File: src/rtl/lwm_pkg.sv
package lwm_pkg;

   // Largest window table the library block supports.
   localparam int unsigned LWM_WIN_LIMIT = 8;

   // True for 1, 2, 4, 8 ...
   function automatic bit is_pow2(input int v);
      return (v > 0) && ((v & (v - 1)) == 0);
   endfunction

   // Number of low address bits that must be zero (start) or all ones (end).
   function automatic int group_bits(input int grp);
      int n;
      n = 0;
      while ((1 << n) < grp) n++;
      return n;
   endfunction

endpackage

File: src/rtl/lwm_entry_check.sv
module lwm_entry_check #(
   parameter int NUM_WIN   = 5,
   parameter int NUM_LINES = 3500,
   parameter int GROUP     = 4,
   parameter int LINE_W    = 12,
   parameter int IDX_W     = 3
) (
   input  logic [IDX_W-1:0]  idx,
   input  logic [LINE_W-1:0] first_line,
   input  logic [LINE_W-1:0] last_line,
   output logic              entry_ok
);
   localparam int GB = lwm_pkg::group_bits(GROUP);

   logic idx_ok, order_ok, range_ok, align_ok;

   assign idx_ok   = int'(idx) < NUM_WIN;
   assign order_ok = first_line <= last_line;
   assign range_ok = int'(last_line) < NUM_LINES;

   generate
      if (GB > 0) begin : g_aligned
         // Window must span whole groups of GROUP lines.
         assign align_ok = (first_line[GB-1:0] == '0) && (&last_line[GB-1:0]);
      end else begin : g_free
         assign align_ok = 1'b1;
      end
   endgenerate

   assign entry_ok = idx_ok && order_ok && range_ok && align_ok;
endmodule

File: src/rtl/lwm_table.sv
module lwm_table #(
   parameter int NUM_WIN   = 5,
   parameter int NUM_LINES = 3500,
   parameter int GROUP     = 4,
   parameter int LINE_W    = 12,
   parameter int IDX_W     = 3,
   parameter int CNT_W     = 3
) (
   input  logic              clk,
   input  logic              rst_n,
   input  logic              frame_start,
   input  logic              tbl_wr,
   input  logic [IDX_W-1:0]  tbl_idx,
   input  logic [LINE_W-1:0] tbl_start,
   input  logic [LINE_W-1:0] tbl_end,
   input  logic              cnt_wr,
   input  logic [CNT_W-1:0]  cnt_val,
   output logic [LINE_W-1:0] act_start [NUM_WIN],
   output logic [LINE_W-1:0] act_stop  [NUM_WIN],
   output logic [CNT_W-1:0]  act_cnt,
   output logic              cfg_reject
);
   logic entry_ok, cnt_ok, commit;
   logic [CNT_W-1:0] pend_cnt;

   lwm_entry_check #(
      .NUM_WIN(NUM_WIN), .NUM_LINES(NUM_LINES), .GROUP(GROUP),
      .LINE_W(LINE_W), .IDX_W(IDX_W)
   ) u_check (
      .idx(tbl_idx), .first_line(tbl_start), .last_line(tbl_end), .entry_ok(entry_ok)
   );

   assign cnt_ok = int'(cnt_val) <= NUM_WIN;
   assign commit = cnt_wr && cnt_ok;

   // One register slice per window entry: staging -> pending -> active.
   generate
      for (genvar i = 0; i < NUM_WIN; i++) begin : g_ent
         logic [LINE_W-1:0] stg_s, stg_e, pnd_s, pnd_e, act_s, act_e;
         logic sel;
         assign sel = tbl_wr && entry_ok && (tbl_idx == IDX_W'(i));

         always_ff @(posedge clk) begin
            if (!rst_n) begin
               stg_s <= '0; stg_e <= '0;
               pnd_s <= '0; pnd_e <= '0;
               act_s <= '0; act_e <= '0;
            end else begin
               if (frame_start) begin
                  act_s <= pnd_s;
                  act_e <= pnd_e;
               end
               if (commit) begin
                  pnd_s <= stg_s;
                  pnd_e <= stg_e;
               end
               if (sel) begin
                  stg_s <= tbl_start;
                  stg_e <= tbl_end;
               end
            end
         end

         assign act_start[i] = act_s;
         assign act_stop[i]  = act_e;
      end
   endgenerate

   always_ff @(posedge clk) begin
      if (!rst_n) begin
         pend_cnt   <= '0;
         act_cnt    <= '0;
         cfg_reject <= 1'b0;
      end else begin
         if (frame_start) act_cnt  <= pend_cnt;
         if (commit)      pend_cnt <= cnt_val;
         cfg_reject <= (tbl_wr && !entry_ok) || (cnt_wr && !cnt_ok);
      end
   end
endmodule

File: src/rtl/lwm_match.sv
module lwm_match #(
   parameter int NUM_WIN   = 5,
   parameter int NUM_LINES = 3500,
   parameter int LINE_W    = 12,
   parameter int CNT_W     = 3
) (
   input  logic [LINE_W-1:0] line_idx,
   input  logic [LINE_W-1:0] win_start [NUM_WIN],
   input  logic [LINE_W-1:0] win_stop  [NUM_WIN],
   input  logic [CNT_W-1:0]  win_cnt,
   output logic              line_skip,
   output logic              line_xmit
);
   logic [NUM_WIN-1:0] hit;
   logic in_range;

   generate
      for (genvar i = 0; i < NUM_WIN; i++) begin : g_cmp
         assign hit[i] = (win_cnt > CNT_W'(i)) &&
                         (line_idx >= win_start[i]) &&
                         (line_idx <= win_stop[i]);
      end
   endgenerate

   assign in_range  = line_idx < LINE_W'(NUM_LINES);
   assign line_skip = in_range && (|hit);
   assign line_xmit = in_range && !(|hit);
endmodule

File: src/rtl/lwm_line_track.sv
module lwm_line_track #(
   parameter int NUM_LINES = 3500,
   parameter int LINE_W    = 12
) (
   input  logic              clk,
   input  logic              rst_n,
   input  logic              frame_start,
   input  logic              line_adv,
   input  logic              cur_skip,
   output logic [LINE_W-1:0] line_idx,
   output logic [LINE_W-1:0] masked_lines
);
   localparam logic [LINE_W-1:0] IDLE_LINE = LINE_W'(NUM_LINES);

   logic in_range;
   assign in_range = line_idx < IDLE_LINE;

   always_ff @(posedge clk) begin
      if (!rst_n) begin
         line_idx     <= IDLE_LINE;
         masked_lines <= '0;
      end else if (frame_start) begin
         line_idx     <= '0;
         masked_lines <= '0;
      end else if (line_adv && in_range) begin
         line_idx <= line_idx + 1'b1;
         if (cur_skip) masked_lines <= masked_lines + 1'b1;
      end
   end
endmodule

File: src/rtl/line_window_mask.sv
module line_window_mask #(
   parameter int NUM_WIN   = 5,
   parameter int NUM_LINES = 3500,
   parameter int GROUP     = 4,
   localparam int LINE_W   = $clog2(NUM_LINES + 1),
   localparam int IDX_W    = (NUM_WIN > 1) ? $clog2(NUM_WIN) : 1,
   localparam int CNT_W    = $clog2(NUM_WIN + 1)
) (
   input  logic              clk,
   input  logic              rst_n,
   input  logic              frame_start,
   input  logic              line_adv,
   input  logic              tbl_wr,
   input  logic [IDX_W-1:0]  tbl_idx,
   input  logic [LINE_W-1:0] tbl_start,
   input  logic [LINE_W-1:0] tbl_end,
   input  logic              cnt_wr,
   input  logic [CNT_W-1:0]  cnt_val,
   output logic              line_skip,
   output logic              line_xmit,
   output logic [LINE_W-1:0] masked_lines,
   output logic              cfg_reject
);
   generate
      if (NUM_WIN < 1 || NUM_WIN > int'(lwm_pkg::LWM_WIN_LIMIT)) begin : g_bad_win
         $error("line_window_mask: NUM_WIN out of supported range");
      end
      if (!lwm_pkg::is_pow2(GROUP)) begin : g_bad_grp
         $error("line_window_mask: GROUP must be a power of two");
      end
      if (NUM_LINES < GROUP) begin : g_bad_lines
         $error("line_window_mask: NUM_LINES smaller than one group");
      end
   endgenerate

   logic [LINE_W-1:0] act_start [NUM_WIN];
   logic [LINE_W-1:0] act_stop  [NUM_WIN];
   logic [CNT_W-1:0]  act_cnt;
   logic [LINE_W-1:0] line_idx;

   lwm_table #(
      .NUM_WIN(NUM_WIN), .NUM_LINES(NUM_LINES), .GROUP(GROUP),
      .LINE_W(LINE_W), .IDX_W(IDX_W), .CNT_W(CNT_W)
   ) u_table (
      .clk(clk), .rst_n(rst_n), .frame_start(frame_start),
      .tbl_wr(tbl_wr), .tbl_idx(tbl_idx), .tbl_start(tbl_start), .tbl_end(tbl_end),
      .cnt_wr(cnt_wr), .cnt_val(cnt_val),
      .act_start(act_start), .act_stop(act_stop), .act_cnt(act_cnt),
      .cfg_reject(cfg_reject)
   );

   lwm_match #(
      .NUM_WIN(NUM_WIN), .NUM_LINES(NUM_LINES), .LINE_W(LINE_W), .CNT_W(CNT_W)
   ) u_match (
      .line_idx(line_idx), .win_start(act_start), .win_stop(act_stop),
      .win_cnt(act_cnt), .line_skip(line_skip), .line_xmit(line_xmit)
   );

   lwm_line_track #(
      .NUM_LINES(NUM_LINES), .LINE_W(LINE_W)
   ) u_track (
      .clk(clk), .rst_n(rst_n), .frame_start(frame_start), .line_adv(line_adv),
      .cur_skip(line_skip), .line_idx(line_idx), .masked_lines(masked_lines)
   );
endmodule

File: config.mk
export PLATFORM = sky130hd
export DESIGN_NAME = line_window_mask
export DESIGN_NICKNAME = d
export VERILOG_FILES = /design/src/rtl/lwm_pkg.sv /design/src/rtl/lwm_entry_check.sv /design/src/rtl/lwm_table.sv /design/src/rtl/lwm_match.sv /design/src/rtl/lwm_line_track.sv /design/src/rtl/line_window_mask.sv
export SDC_FILE = /design/constraint.sdc
export NUM_CORES = 1
export LEC_CHECK = 0
export ABC_AREA = 0
export BUFFER_PORTS_ARGS = -buffer_cell sky130_fd_sc_hd__buf_2
export CORE_MARGIN = 8
export CORE_UTILIZATION = 45
export CTS_BUF_LIST = sky130_fd_sc_hd__clkbuf_8
export DETAILED_ROUTE_END_ITERATION = 16
export GPL_ROUTABILITY_DRIVEN = 0
export PLACE_DENSITY_LB_ADDON = 0.25
export SLEW_MARGIN = 10
export SYNTH_ARGS = -nofsm -noshare
export SYNTH_HDL_FRONTEND = slang
export SYNTH_SLANG_ARGS = --single-unit
File: constraint.sdc
create_clock -name clk -period 2.9 [get_ports clk]
set_clock_uncertainty 0.2 [all_clocks]
set_input_delay 0.435 -clock clk [delete_from_list [all_inputs] [get_ports clk]]
set_output_delay 0.435 -clock clk [all_outputs]
set_load 0.05 [all_outputs]
==> flow_summary.ini, run 1 <==
[timing]
maxSlewViolCount = 0
fin_crit_sh_pct = 135
period_minus_slack_ns = 3.91
timing.final.ws_setup_ns = -1.01
hold_slack_ns = 0.0501
fmax_ghz = 0.256
setup_viol = 14
hold_violations = 0
rsz0062_at_grt = yes
worst_pin_slew_ns = 0.704
max_slew_margin_pct = 53.1

[outcome]
status = complete, but fails checks
violations = setup timing

[logic_synthesis]
async_reset_ff_share_pct = 0
yosysSeqAreaShare_pct = 44.2
synth-edff-count = 0
syn-mean-instance-area_sq_um = 9.19
ys_warn_count = 0
synth_cell_types = 53
syn-cell-area_sq_um = 17700
synth_nets = 2097
ys_seq_elements = 391
syn_inst = 1927
synth_ff_type = dfxtp_1

[min_path]
hp-class = in -> reg

[finish]
mostFrequentLayoutCells = 395 x nand2_1, 380 x dfxtp_1, 223 x mux2i_1
final_cell_area_sq_um = 21600
final_common_cell = nand2_1
drive_gt1_share_pct = 17.3
multi_input_area_sq_um = 9410
syn_to_final_growth_pct = 21.7
fillCellCount = 3459
fin_nets = 2278
seqCellArea_sq_um = 7850
fin_cells = 2676

[grt]
busiest_layer = met2
met2_usage_pct = 33.6
antenna_found_initial = 0
gr-total-overflow = 0
grt_max_degree = 88
grt_pass1_wl_um = 74400
use_met3_pct = 3.33
grt_pass1_vias = 14100
gr-usage-all-layers_pct = 19.8
use_met1_pct = 25.1

[setup_path]
start_kind = register
cp-end-kind = output pin
worst-path-max-fanout = 6
cp_data_required_time_ns = 2.27
r2r_setup_slack_ns = -0.35
cp_data_arrival_time_ns = 3.28
crit_type = reg -> out

[clock_network]
clock_sinks = 391
clockBufferDepth = 3
tritoncts = done
htreeDepth = 3
cts-root-buf = clkbuf_8
cts_buffers = 67
worstSkewPairLatency_ns = 0.60
path_clk_slew_ns = 0.06

[placement]
place_inst = 2540
io_buffers = 50
dpl_worst_slack_ns = -0.630
place_area_sq_um = 19600
place_hpwl_um = 31500

[power_and_ir_drop]
p_leak_uw = 0.00868
power.total_uw = 11300
power_density_nw_per_um2 = 526
ir_worst_vdd_mv = 0.271

[routing]
vias = 13800
drt_iter0_markers = 871
drc = 0
via_per_inst = 5.16
ant_nets = 0
dr.pass1.iters = 6
routed_wirelength_um = 46500
wire_per_inst_um = 17.4

[floorplan]
ios = 51
die_w_um = 214
rows = 72
start_util_pct = 45.7
die_y_um = 214
dieArea_sq_um = 46000
design.core.area_sq_um = 38700

[job]
drv_cap = 0
registers in the layout (all words and copies together) (netlist names):
register,cells
u_track.line_idx,12
u_table.g_ent.pnd_s,60
u_track.masked_lines,12
u_table.g_ent.act_e,60
u_table.act_cnt,3
u_table.g_ent.stg_e,60
u_table.g_ent.act_s,60
u_table.pend_cnt,3
u_table.g_ent.stg_s,60
u_table.cfg_reject,1
u_table.g_ent.pnd_e,60
layout make-up:
type                       count  area share, %
tap                          518           3.01
multi-input combinational   1302           43.7
antenna                        2         0.0232
sequential                   391           36.4
timing repair buffer         213           8.21
clock buffer                  83           5.30
clock inverter                34           1.03
inverter                     133           2.33
cell usage after synthesis, types with 2 or more instances:
library cell	number	share of area, %
nand2_1	397	8.4
dfxtp_1	391	44
mux2i_1	223	13
ha_1	134	9.5
nor2b_1	134	4.7
inv_1	133	2.8
a21boi_0	129	5.5
clkbuf_1	88	1.9
a21oi_1	64	1.8
o21ai_0	28	0.79
nand4_1	24	0.85
nor2_1	16	0.34
a21o_1	14	0.59
nand3_1	12	0.34
or3_1	12	0.42
and3_1	10	0.35
o211ai_1	10	0.42
buf_2	9	0.25
nand2b_1	9	0.32
o21a_1	9	0.38
xor2_1	8	0.40
o21ai_1	7	0.20
nor3_1	6	0.17
a31oi_1	5	0.18
and4_1	5	0.25
a2111oi_0	4	0.20
and2_1	4	0.14
and3b_1	4	0.20
or4_1	4	0.17
a211oi_1	3	0.13
buf_1	3	0.064
xnor2_1	3	0.15
nand4b_1	2	0.099
o221a_2	2	0.13
o311ai_0	2	0.099
o31ai_1	2	0.085
kinds of logic after synthesis:
logic type / count (synthesis) / share of synthesized area, %
and+or+nand+nor: 644 / 17.1
DFF: 391 / 44.2
AOI/OAI and AO/OA: 290 / 11.1
buffers and inverters: 234 / 5.04
muxes: 223 / 12.6
adders and majority gates: 134 / 9.47
xor gates and xnor gates: 11 / 0.544
routing by layer:
layer / wire (um) / vias to the layer above
met1: 21600 / 6662
met4: 1160 / 0
met3: 1830 / 79
met5: 0 / -
li1: - / 6841
met2: 22000 / 239
final timing paths:
check,start,endpoint,depth (start not counted)
setup / recovery,u_track.line_idx[8]$_SDFFE_PN1P_,line_xmit,9
hold / removal,tbl_end[10],u_table.g_ent[2].stg_e[10]$_SDFFE_PN0P_,3
setup reg to reg,u_track.line_idx[5]$_SDFFE_PN1P_,u_track.masked_lines[3]$_SDFFE_PP0P_,12
hold reg to reg,u_table.g_ent[1].stg_s[1]$_SDFFE_PN0P_,u_table.g_ent[1].pnd_s[1]$_SDFFE_PN0P_,2
metrics by stage:
step                util (%)  setup TNS, ns
CTS                     54.9          -4.75
detailed placement      50.5         -20.60
finish                  55.6          -5.23
global route            55.6          -5.99
floorplan                  -         -0.190
global placement        50.5         -21.01
power by group:
part / total (uW) / switching (uW) / internal, uW
sequential: 5410 / 18.8 / 5390
combinational: 910 / 530 / 380
clock: 5030 / 2190 / 2840
total: 11300 / 2740 / 8610
critical path: stages, from the launching register on:
cell and delay (ns):
dfxtp_2 0.35, buf_6 0.14, ha_1 0.28, nand4_1 0.27, a211oi_2 0.28, o41ai_2 0.10
a222oi_1 0.66, and2_1 0.28, nor2b_4 0.18, buf_8 0.15
timing repair:
| item | in CTS | in global routing |
|---|---|---|
| endpoints found under the hold margin | 5 | 0 |
| endpoints found under the setup margin | 14 | 14 |
| hold buffers | 5 | 0 |
| pin swaps | 30 | 19 |
| gates resized for setup | 45 | 41 |
| setup buffers | 8 | 5 |
Note: power is estimated with default switching activity, not from simulation.
==> inputs of run 2 (changes only) <==
--- a/config.mk
+++ b/config.mk
@@ -13,6 +13,7 @@
 export DETAILED_ROUTE_END_ITERATION = 16
 export GPL_ROUTABILITY_DRIVEN = 0
 export PLACE_DENSITY_LB_ADDON = 0.25
+export RECOVER_POWER = 25
 export SLEW_MARGIN = 10
 export SYNTH_ARGS = -nofsm -noshare
 export SYNTH_HDL_FRONTEND = slang
==> run 2 against run 1 <==
Net effect:
- the flow still finishes with violations (setup timing)
- cell count about the same
- sequential share of layout area increased by 0.093 points
- fmax is 0.93% higher
- non-clock buffer count unchanged
- combinational power shrank 0.4%
- clock power about the same
- critical path depth is the same
- core utilization fell by 0.14 points
- worst setup slack better by 0.036 ns
- critical endpoint unchanged
==> flow_summary.ini, run 2 (synthesis results as in run 1) <==
[timing]
worst_pin_slew_ns = 1.45
fin_crit_sh_pct = 134
setup_viol = 20
period_minus_slack_ns = 3.88
max_slew_margin_pct = 3.24
fmax_ghz = 0.258
timing.final.ws_setup_ns = -0.976
hold_violations = 0
maxSlewViolCount = 0
rsz0062_at_grt = yes

[power_and_ir_drop]
power_density_nw_per_um2 = 527
p_int_uw = 8610
p_comb_share_pct = 8.0
pwr-share-clk_pct = 44.3
ir_worst_vdd_mv = 0.271
sw_frac_of_total_pct = 24.1
p_leak_uw = 0.00865
switchingPower_uw = 2730
pwr-share-seq_pct = 47.7

[setup_path]
critical-path-slowest-cell = a222oi_1
r2r_cells = 12
cp-end-kind = output pin
reg2reg_to = u_track.masked_lines[3]$_SDFFE_PP0P_
max_stage_delay_ns = 0.64
path_delay_family = compound AO/OA/AOI/OAI gates
crit_type = reg -> out
r2r_setup_slack_ns = -0.36
start_kind = register
cp_data_arrival_time_ns = 3.24
path_cells = buf_6, ha_1, nand4_1, a211oi_2, o41ai_2, a222oi_1, and2_1, nor2b_4, buf_8
worst-path-max-fanout = 6
cp_data_required_time_ns = 2.27
r2r-start = u_track.line_idx[5]$_SDFFE_PN1P_
cp_num_buf_inv = 2

[routing]
drc = 0
dr.pass1.iters = 7
vias = 13900
wire_per_inst_um = 17.4
ant_nets = 0
via_per_inst = 5.18
routed_wirelength_um = 46500
drt_iter0_markers = 888

[finish]
diodes = 0
fin_cells = 2674
final_common_cell = nand2_1
fin_nets = 2278
fillCellCount = 3467
drive_gt1_share_pct = 17.2
mostFrequentLayoutCells = 395 x nand2_1, 380 x dfxtp_1, 223 x mux2i_1
syn_to_final_growth_pct = 21.4

[grt]
antenna_found_initial = 0
grt_pass1_wl_um = 74400
busiest_layer = met2
gr-usage-all-layers_pct = 19.8
met2_usage_pct = 33.6
use_met1_pct = 25.1
grt_pass1_vias = 14100
use_met3_pct = 3.33
grt_max_degree = 88
gr-total-overflow = 0

[clock_network]
cts_buffers = 67
htreeDepth = 3
clockBufferDepth = 3
worstSkewPairLatency_ns = 0.60
tritoncts = done
path_clk_slew_ns = 0.06
cts-root-buf = clkbuf_8
clock_sinks = 391

[outcome]
violations = setup timing
status = complete, but fails checks

[floorplan]
design.core.area_sq_um = 38700
dieArea_sq_um = 46000
die_w_um = 214
rows = 72
die_y_um = 214
ios = 51
start_util_pct = 45.7

[min_path]
min_delay_worst_endpoint = u_table.g_ent[2].stg_e[10]$_SDFFE_PN0P_
hp-class = in -> reg
hp-start = tbl_end[10]
holdPathStages = 3

[placement]
place_hpwl_um = 31500
io_buffers = 50
dpl_worst_slack_ns = -0.630
place_inst = 2540

[job]
drv_cap = 0
[run 2: cell count changes in the layout (fill, tap and decap cells not counted), sizes merged]
cell    change
buf         -6
clkbuf      +6
diode       -2
[run 2: worst max path at each step]
stage | endpoint | slack (ns) | start | cells after the start
floorplan | line_skip | -0.1 | u_track.line_idx[3]$_SDFFE_PN1P_ | 8
global placement | line_xmit | -0.53 | u_track.line_idx[3]$_SDFFE_PN1P_ | 11
detailed placement | line_xmit | -0.63 | u_track.line_idx[3]$_SDFFE_PN1P_ | 11
CTS | line_xmit | -1.01 | u_track.line_idx[0]$_SDFFE_PP0P_ | 10
global route | line_xmit | -1.09 | u_track.line_idx[8]$_SDFFE_PN1P_ | 9
finish | line_xmit | -0.98 | u_track.line_idx[8]$_SDFFE_PN1P_ | 9
[run 2: area by class of cell]
class / instances / area (sq um) / share of cell area [%]
clock buffer: 83 / 1140 / 5.31
tap: 518 / 648 / 3.01
timing repair buffer: 213 / 1720 / 8.00
sequential: 391 / 7850 / 36.5
inverter: 133 / 502 / 2.33
clock inverter: 34 / 223 / 1.04
multi-input combinational: 1302 / 9410 / 43.8
[run 2: worst reg2reg max path, cell delays in order, from the launching register on]
cell and delay, ns:
dfxtp_4 0.37, buf_4 0.17, ha_1 0.29, a21oi_1 0.16
o21ai_0 0.11, buf_4 0.15, o311ai_1 0.44, a222oi_1 0.26
buf_4 0.22, a21o_4 0.23, buf_6 0.13, or3_4 0.32
a21oi_2 0.13
[run 2: stage by stage]
step	total power, uW	setup TNS, ns	cell area (sq um)	util [%]	hold slack (ns)
2_1_floorplan	6010	-0.190	17700	-	0.235
3_3_place_gp	6340	-21.01	19600	50.5	0.242
3_5_place_dp	6350	-20.60	19600	50.5	0.246
4_1_cts	11400	-4.75	21300	54.9	0.0149
5_1_grt	11800	-20.06	21500	55.5	0.0453
6_report	11300	-5.32	21500	55.5	0.0545
[run 2: layer usage]
layer | wire (um) | up-vias
li1 | - | 6839
met1 | 21100 | 6664
met2 | 22000 | 270
met3 | 2140 | 87
met4 | 1210 | 0
met5 | 0 | -
[run 2: timing repair]
item                                   in CTS  in global routing
setup endpoints to repair                  14                 14
endpoints found under the hold margin       5                  0
hold buffers                                5                  0
pin swaps                                  30                 19
setup buffers                               8                  5
resized for setup                          45                 41
[run 2: power by group through the flow]
stage                     Combinational, uW  Clock, uW  Sequential, uW
final                                   906       5030            5410
after global routing                    982       5410            5400
after CTS                               879       5150            5400
after detailed placement                830          0            5520
after global placement                  817          0            5520
after floorplan                         480          0            5530
